<file path="src/rtl/latdec_pkg.sv">
package latdec_pkg;
    typedef enum logic {
        LM_HELD = 1'b0,
        LM_OPEN = 1'b1
    } latch_mode_e;
endpackage

</file>
<file path="src/rtl/latdec_addr_latch.sv">
module latdec_addr_latch
    import latdec_pkg::*;
#(
    parameter int ADDR_W = 4
) (
    input  logic              clk,
    input  logic              rst_n,
    input  logic              strobe_i,
    input  logic [ADDR_W-1:0] addr_i,
    output logic [ADDR_W-1:0] addr_o
);
    latch_mode_e       mode_q, mode_d;
    logic [ADDR_W-1:0] held_q;

    always_comb begin
        mode_d = strobe_i ? LM_OPEN : LM_HELD;
    end

    // state register: mode and captured address
    always_ff @(posedge clk) begin
        if (!rst_n) begin
            mode_q <= LM_HELD;
            held_q <= '0;
        end else begin
            mode_q <= mode_d;
            if (mode_d == LM_OPEN) held_q <= addr_i;
        end
    end

    // output process: transparent path in OPEN, register in HELD
    always_comb begin
        unique case (mode_d)
            LM_OPEN: addr_o = addr_i;
            LM_HELD: addr_o = held_q;
            default: addr_o = held_q;
        endcase
    end

    // a held address does not move while strobe stays low
    p_hold_stable_r5: assert property (@(posedge clk) disable iff (!rst_n)
        (!strobe_i && mode_q == LM_HELD) |=> $stable(held_q));
    // in OPEN the register captures the live address
    p_open_capture_r4: assert property (@(posedge clk) disable iff (!rst_n)
        strobe_i |=> (held_q == $past(addr_i) && mode_q == LM_OPEN));
endmodule

</file>
<file path="src/rtl/latdec_onehot.sv">
module latdec_onehot #(
    parameter int ADDR_W      = 4,
    parameter bit ACTIVE_HIGH = 1'b1,
    localparam int OUT_N      = 1 << ADDR_W
) (
    input  logic [ADDR_W-1:0] addr_i,
    input  logic              inhibit_i,
    output logic [OUT_N-1:0]  lines_o
);
    logic [OUT_N-1:0] hot;

    for (genvar i = 0; i < OUT_N; i++) begin : g_line
        assign hot[i] = !inhibit_i && (addr_i == ADDR_W'(i));
    end

    if (ACTIVE_HIGH) begin : g_high
        assign lines_o = hot;
    end else begin : g_low
        assign lines_o = ~hot;
    end
endmodule

</file>
<file path="src/rtl/latdec_top.sv">
module latdec_top #(
    parameter int ADDR_W      = 4,
    parameter bit ACTIVE_HIGH = 1'b1,
    localparam int OUT_N      = 1 << ADDR_W
) (
    input  logic              clk,
    input  logic              rst_n,
    input  logic              strobe_i,
    input  logic [ADDR_W-1:0] addr_i,
    input  logic              inhibit_i,
    output logic [OUT_N-1:0]  sel_o
);
    logic [ADDR_W-1:0] eff_addr;
    logic [OUT_N-1:0]  norm;

    latdec_addr_latch #(.ADDR_W(ADDR_W)) u_latch (
        .clk      (clk),
        .rst_n    (rst_n),
        .strobe_i (strobe_i),
        .addr_i   (addr_i),
        .addr_o   (eff_addr)
    );

    latdec_onehot #(.ADDR_W(ADDR_W), .ACTIVE_HIGH(ACTIVE_HIGH)) u_dec (
        .addr_i    (eff_addr),
        .inhibit_i (inhibit_i),
        .lines_o   (sel_o)
    );

    assign norm = ACTIVE_HIGH ? sel_o : ~sel_o;

    // one active line when not inhibited
    p_single_active_r8: assert property (@(posedge clk) disable iff (!rst_n)
        !inhibit_i |-> $countones(norm) == 1);
    // inhibit leaves every line inactive
    p_inhibit_quiet_r6: assert property (@(posedge clk) disable iff (!rst_n)
        inhibit_i |-> norm == '0);
    // active line index equals the latch output
    p_index_match_r1: assert property (@(posedge clk) disable iff (!rst_n)
        !inhibit_i |-> norm[eff_addr]);
endmodule

</file>
<file path="config.mk">
export PLATFORM = sky130hd
export DESIGN_NAME = latdec_top
export DESIGN_NICKNAME = d
export VERILOG_FILES = /design/src/rtl/latdec_pkg.sv /design/src/rtl/latdec_addr_latch.sv /design/src/rtl/latdec_onehot.sv /design/src/rtl/latdec_top.sv
export SDC_FILE = /design/constraint.sdc
export NUM_CORES = 1
export LEC_CHECK = 0
export CORE_AREA = 2 2 39 41
export DETAILED_ROUTE_END_ITERATION = 6
export DIE_AREA = 0 0 41 43
export GPL_TIMING_DRIVEN = 0
export HOLD_SLACK_MARGIN = 0.1
export PLACE_DENSITY = 0.69
export SETUP_SLACK_MARGIN = 0.2
export SYNTH_ARGS = -nofsm -noshare
export SYNTH_HDL_FRONTEND = slang
export SYNTH_SLANG_ARGS = --single-unit
</file>
<file path="constraint.sdc">
create_clock -name clk -period 2.9 [get_ports clk]
set_input_delay 0.29 -clock clk [delete_from_list [all_inputs] [get_ports clk]]
set_output_delay 0.29 -clock clk [all_outputs]
set_load 0.01 [all_outputs]
</file>
==> impl_results.md <==
* Share of synthesized registers carrying an async set or reset at 0%
* PD cells at approximately 260 nW/um2
* Mapped Nets at 54
* Via Count at between 400 and 500
* CTS sink cnt at 4
* Clock transition at path regs at ~0.03 ns
* Static Leakage at between 0.2 and 0.25 nW
* Max-slew headroom at between 80% and 90%
* Routed WL at 1170 um
* Synth warn at 0
* Routed Antenna Nets at 0
* CTS resizes at 0
* DRC at 0
* GPL Wtd Cong at 0.714
* Top area cells in the synthesized netlist: a22oi_1, dfxtp_1, mux2i_1
* Average vias per placed instance at 5.60
* Vias in the first global route at 453
* #FFs+latches synth at 4
* Fin crit period at approximately 2.5 ns
* Status: completed
* PortBufs at 22
* Worst path required time at between 2 and 3 ns
* Most frequent cells after synthesis: a22oi_1, dfxtp_1, mux2i_1, nor2b_1, nand3b_1
* Tcrit/Tclk final at a little over four fifths
* Placed instance count at between 80 and 90
* Critical Path End Type: output port
* Yosys top cell by area: a22oi_1
* Worst skew pair latency at roughly 0.23 ns
* Unrepaired setup endpoints after global routing: false
* Final-report setup violation count at 0
* Hold-fix buffers at CTS at 0
* Largest registers: u_latch.held_q (4)
* Worst-Margin Slew at 0.214 ns
* Worst min path class: input pin to register
* Max reg flops at 4
* Multi-input gate area at around 340 um2
* Syn Inst Count at between 40 and 50
* Crit Path Max Fanout at 5
* Pwr Total at approximately 0.18 mW
* Grt total ovfl at 0
* Startpoint types: input pin
* Final Hold Vio Count at 0
* Pins over their slew limit at 0
* Avg Cell Area, Syn at 9.41 um2
* DRT iter0 DRCs at 9
* Initial antenna violation count at 0
* # Max-Cap Violations at 0
* Clock buffer count from CTS at 3
* Layout fillers at roughly 140
* Largest Register: u_latch.held_q
* Distinct cells, synth at 17
* Clk root buf: clkbuf_4
* Drt pass-1 iters at 6
* Post-CTS setup buffers at 0
* Layout net count at 81
* GR Util All Layers at ~16%
* First-pass GRT wire length at between 1500 and 2000 um
* CTS tree: yes
* Critical Path AT at 2.17 ns
* Post-DP HPWL at between 900 and 1000 um
* WS Path Type: input pin to output port
* Die area at 1760 um2
* Htree depth at 1
* Final Non-Filler Cells at 87
* Mapped cell area at about 430 um2
* Share of cells above drive strength 1 at 12.7%
* Post-synthesis sequential area ratio at around 18%
* Die W at a little over 40 um
* Starting density of the core at 31.3%
* Most frequent cell after synthesis: a22oi_1
* Worst vdd ir at ~0.00018 V
* Die span in y at 43 um
* Largest net degree at the start of global routing at 11
* Setup TNS at 0 ns
* Row count at 14
* Top FF cell, synth: dfxtp_1
* Reg area at around 80 um2
* Clk buf depth at 2
* Diodes inserted at 0
* Max Fclk at 0.407 GHz
* Io pins at 24
* EDFF count, synth at 0
* Clock Skew at 0 ns
* Share of the synthesized area in the top cell type at about 28%
* Core Region at between 1000 and 1500 um2
* Drt wl/cell at roughly 13 um
* P&R area growth vs syn at 60.7%
[report_power, final]
| part | switching (mW) | internal [mW] | leakage (nW) |
|---|---|---|---|
| clock network | 0.0216 | 0.0462 | 0.0138 |
| registers | 0.00362 | 0.0587 | 0.0330 |
| logic | 0.0235 | 0.0299 | 0.189 |
| total | 0.0487 | 0.135 | 0.236 |
[metrics by stage]
| step | area [um2] | setup slack, ns | utilization, % | hold slack [ns] |
|---|---|---|---|---|
| 6_report | 696 | 0.443 | 50.3 | 0.488 |
| 5_1_grt | 696 | 0.353 | 50.3 | 0.505 |
| 4_1_cts | 696 | 0.433 | 50.3 | 0.484 |
| 3_5_place_dp | 673 | 0.438 | 48.6 | 0.563 |
| 3_3_place_gp | 673 | 0.458 | 48.6 | 0.552 |
| 2_1_floorplan | 433 | 1.40 | - | 0.418 |
[critical path: stages]
cell	delay (ns)
clkdlybuf4s50_1	0.47
or4b_1	0.63
a22oi_1	0.21
clkdlybuf4s50_1	0.57
[area by class of cell]
type / instances / share of cell area [%]
buffer: 2 / 2.34
clock buffer: 3 / 3.24
multi-input combinational: 40 / 48.4
sequential: 4 / 11.5
tap: 16 / 2.88
timing repair buffer: 22 / 31.7
[final timing paths]
| check | start | to | slack [ns] | depth (start not counted) |
|---|---|---|---|---|
| worst max-delay path | addr_i[3] | sel_o[2] | 0.44 | 4 |
| worst min-delay path | strobe_i | u_latch.held_q[2] | 0.49 | 3 |
| worst max register to register | u_latch.held_q[3] | u_latch.held_q[3] | 2.25 | 2 |
| worst min register to register | u_latch.held_q[0] | u_latch.held_q[0] | 0.56 | 2 |
[cells by family after synthesis]
group / Yosys count / share of synthesized area (%)
buffers and inverters: 2 / 3.76
DFF: 4 / 18.5
AOI/OAI and AO/OA: 16 / 27.7
and+or+nand+nor: 20 / 40.8
muxes: 4 / 9.25
[metal layers]
layer	track usage, %	vias to the layer above	part of all wire (%)
met5	0	-	0
met4	8.00	0	0
met3	1.57	0	7.7
met2	25.0	20	51
met1	21.2	220	42
li1	-	247	-
[placed cells by master (no fill, tap or decap)]
master / n
buf_6: 1
nand4bb_1: 2
or4b_4: 2
dfxtp_1: 4
or3b_1: 2
or3_1: 1
clkbuf_4: 3
or3b_2: 1
a22oi_1: 16
mux2i_1: 4
nor2b_1: 4
nand4b_1: 1
or4b_1: 1
buf_2: 1
or4_4: 1
nand3b_1: 3
clkdlybuf4s50_1: 22
nand3_1: 1
or4bb_1: 1
(Power assumes the default switching activity.)
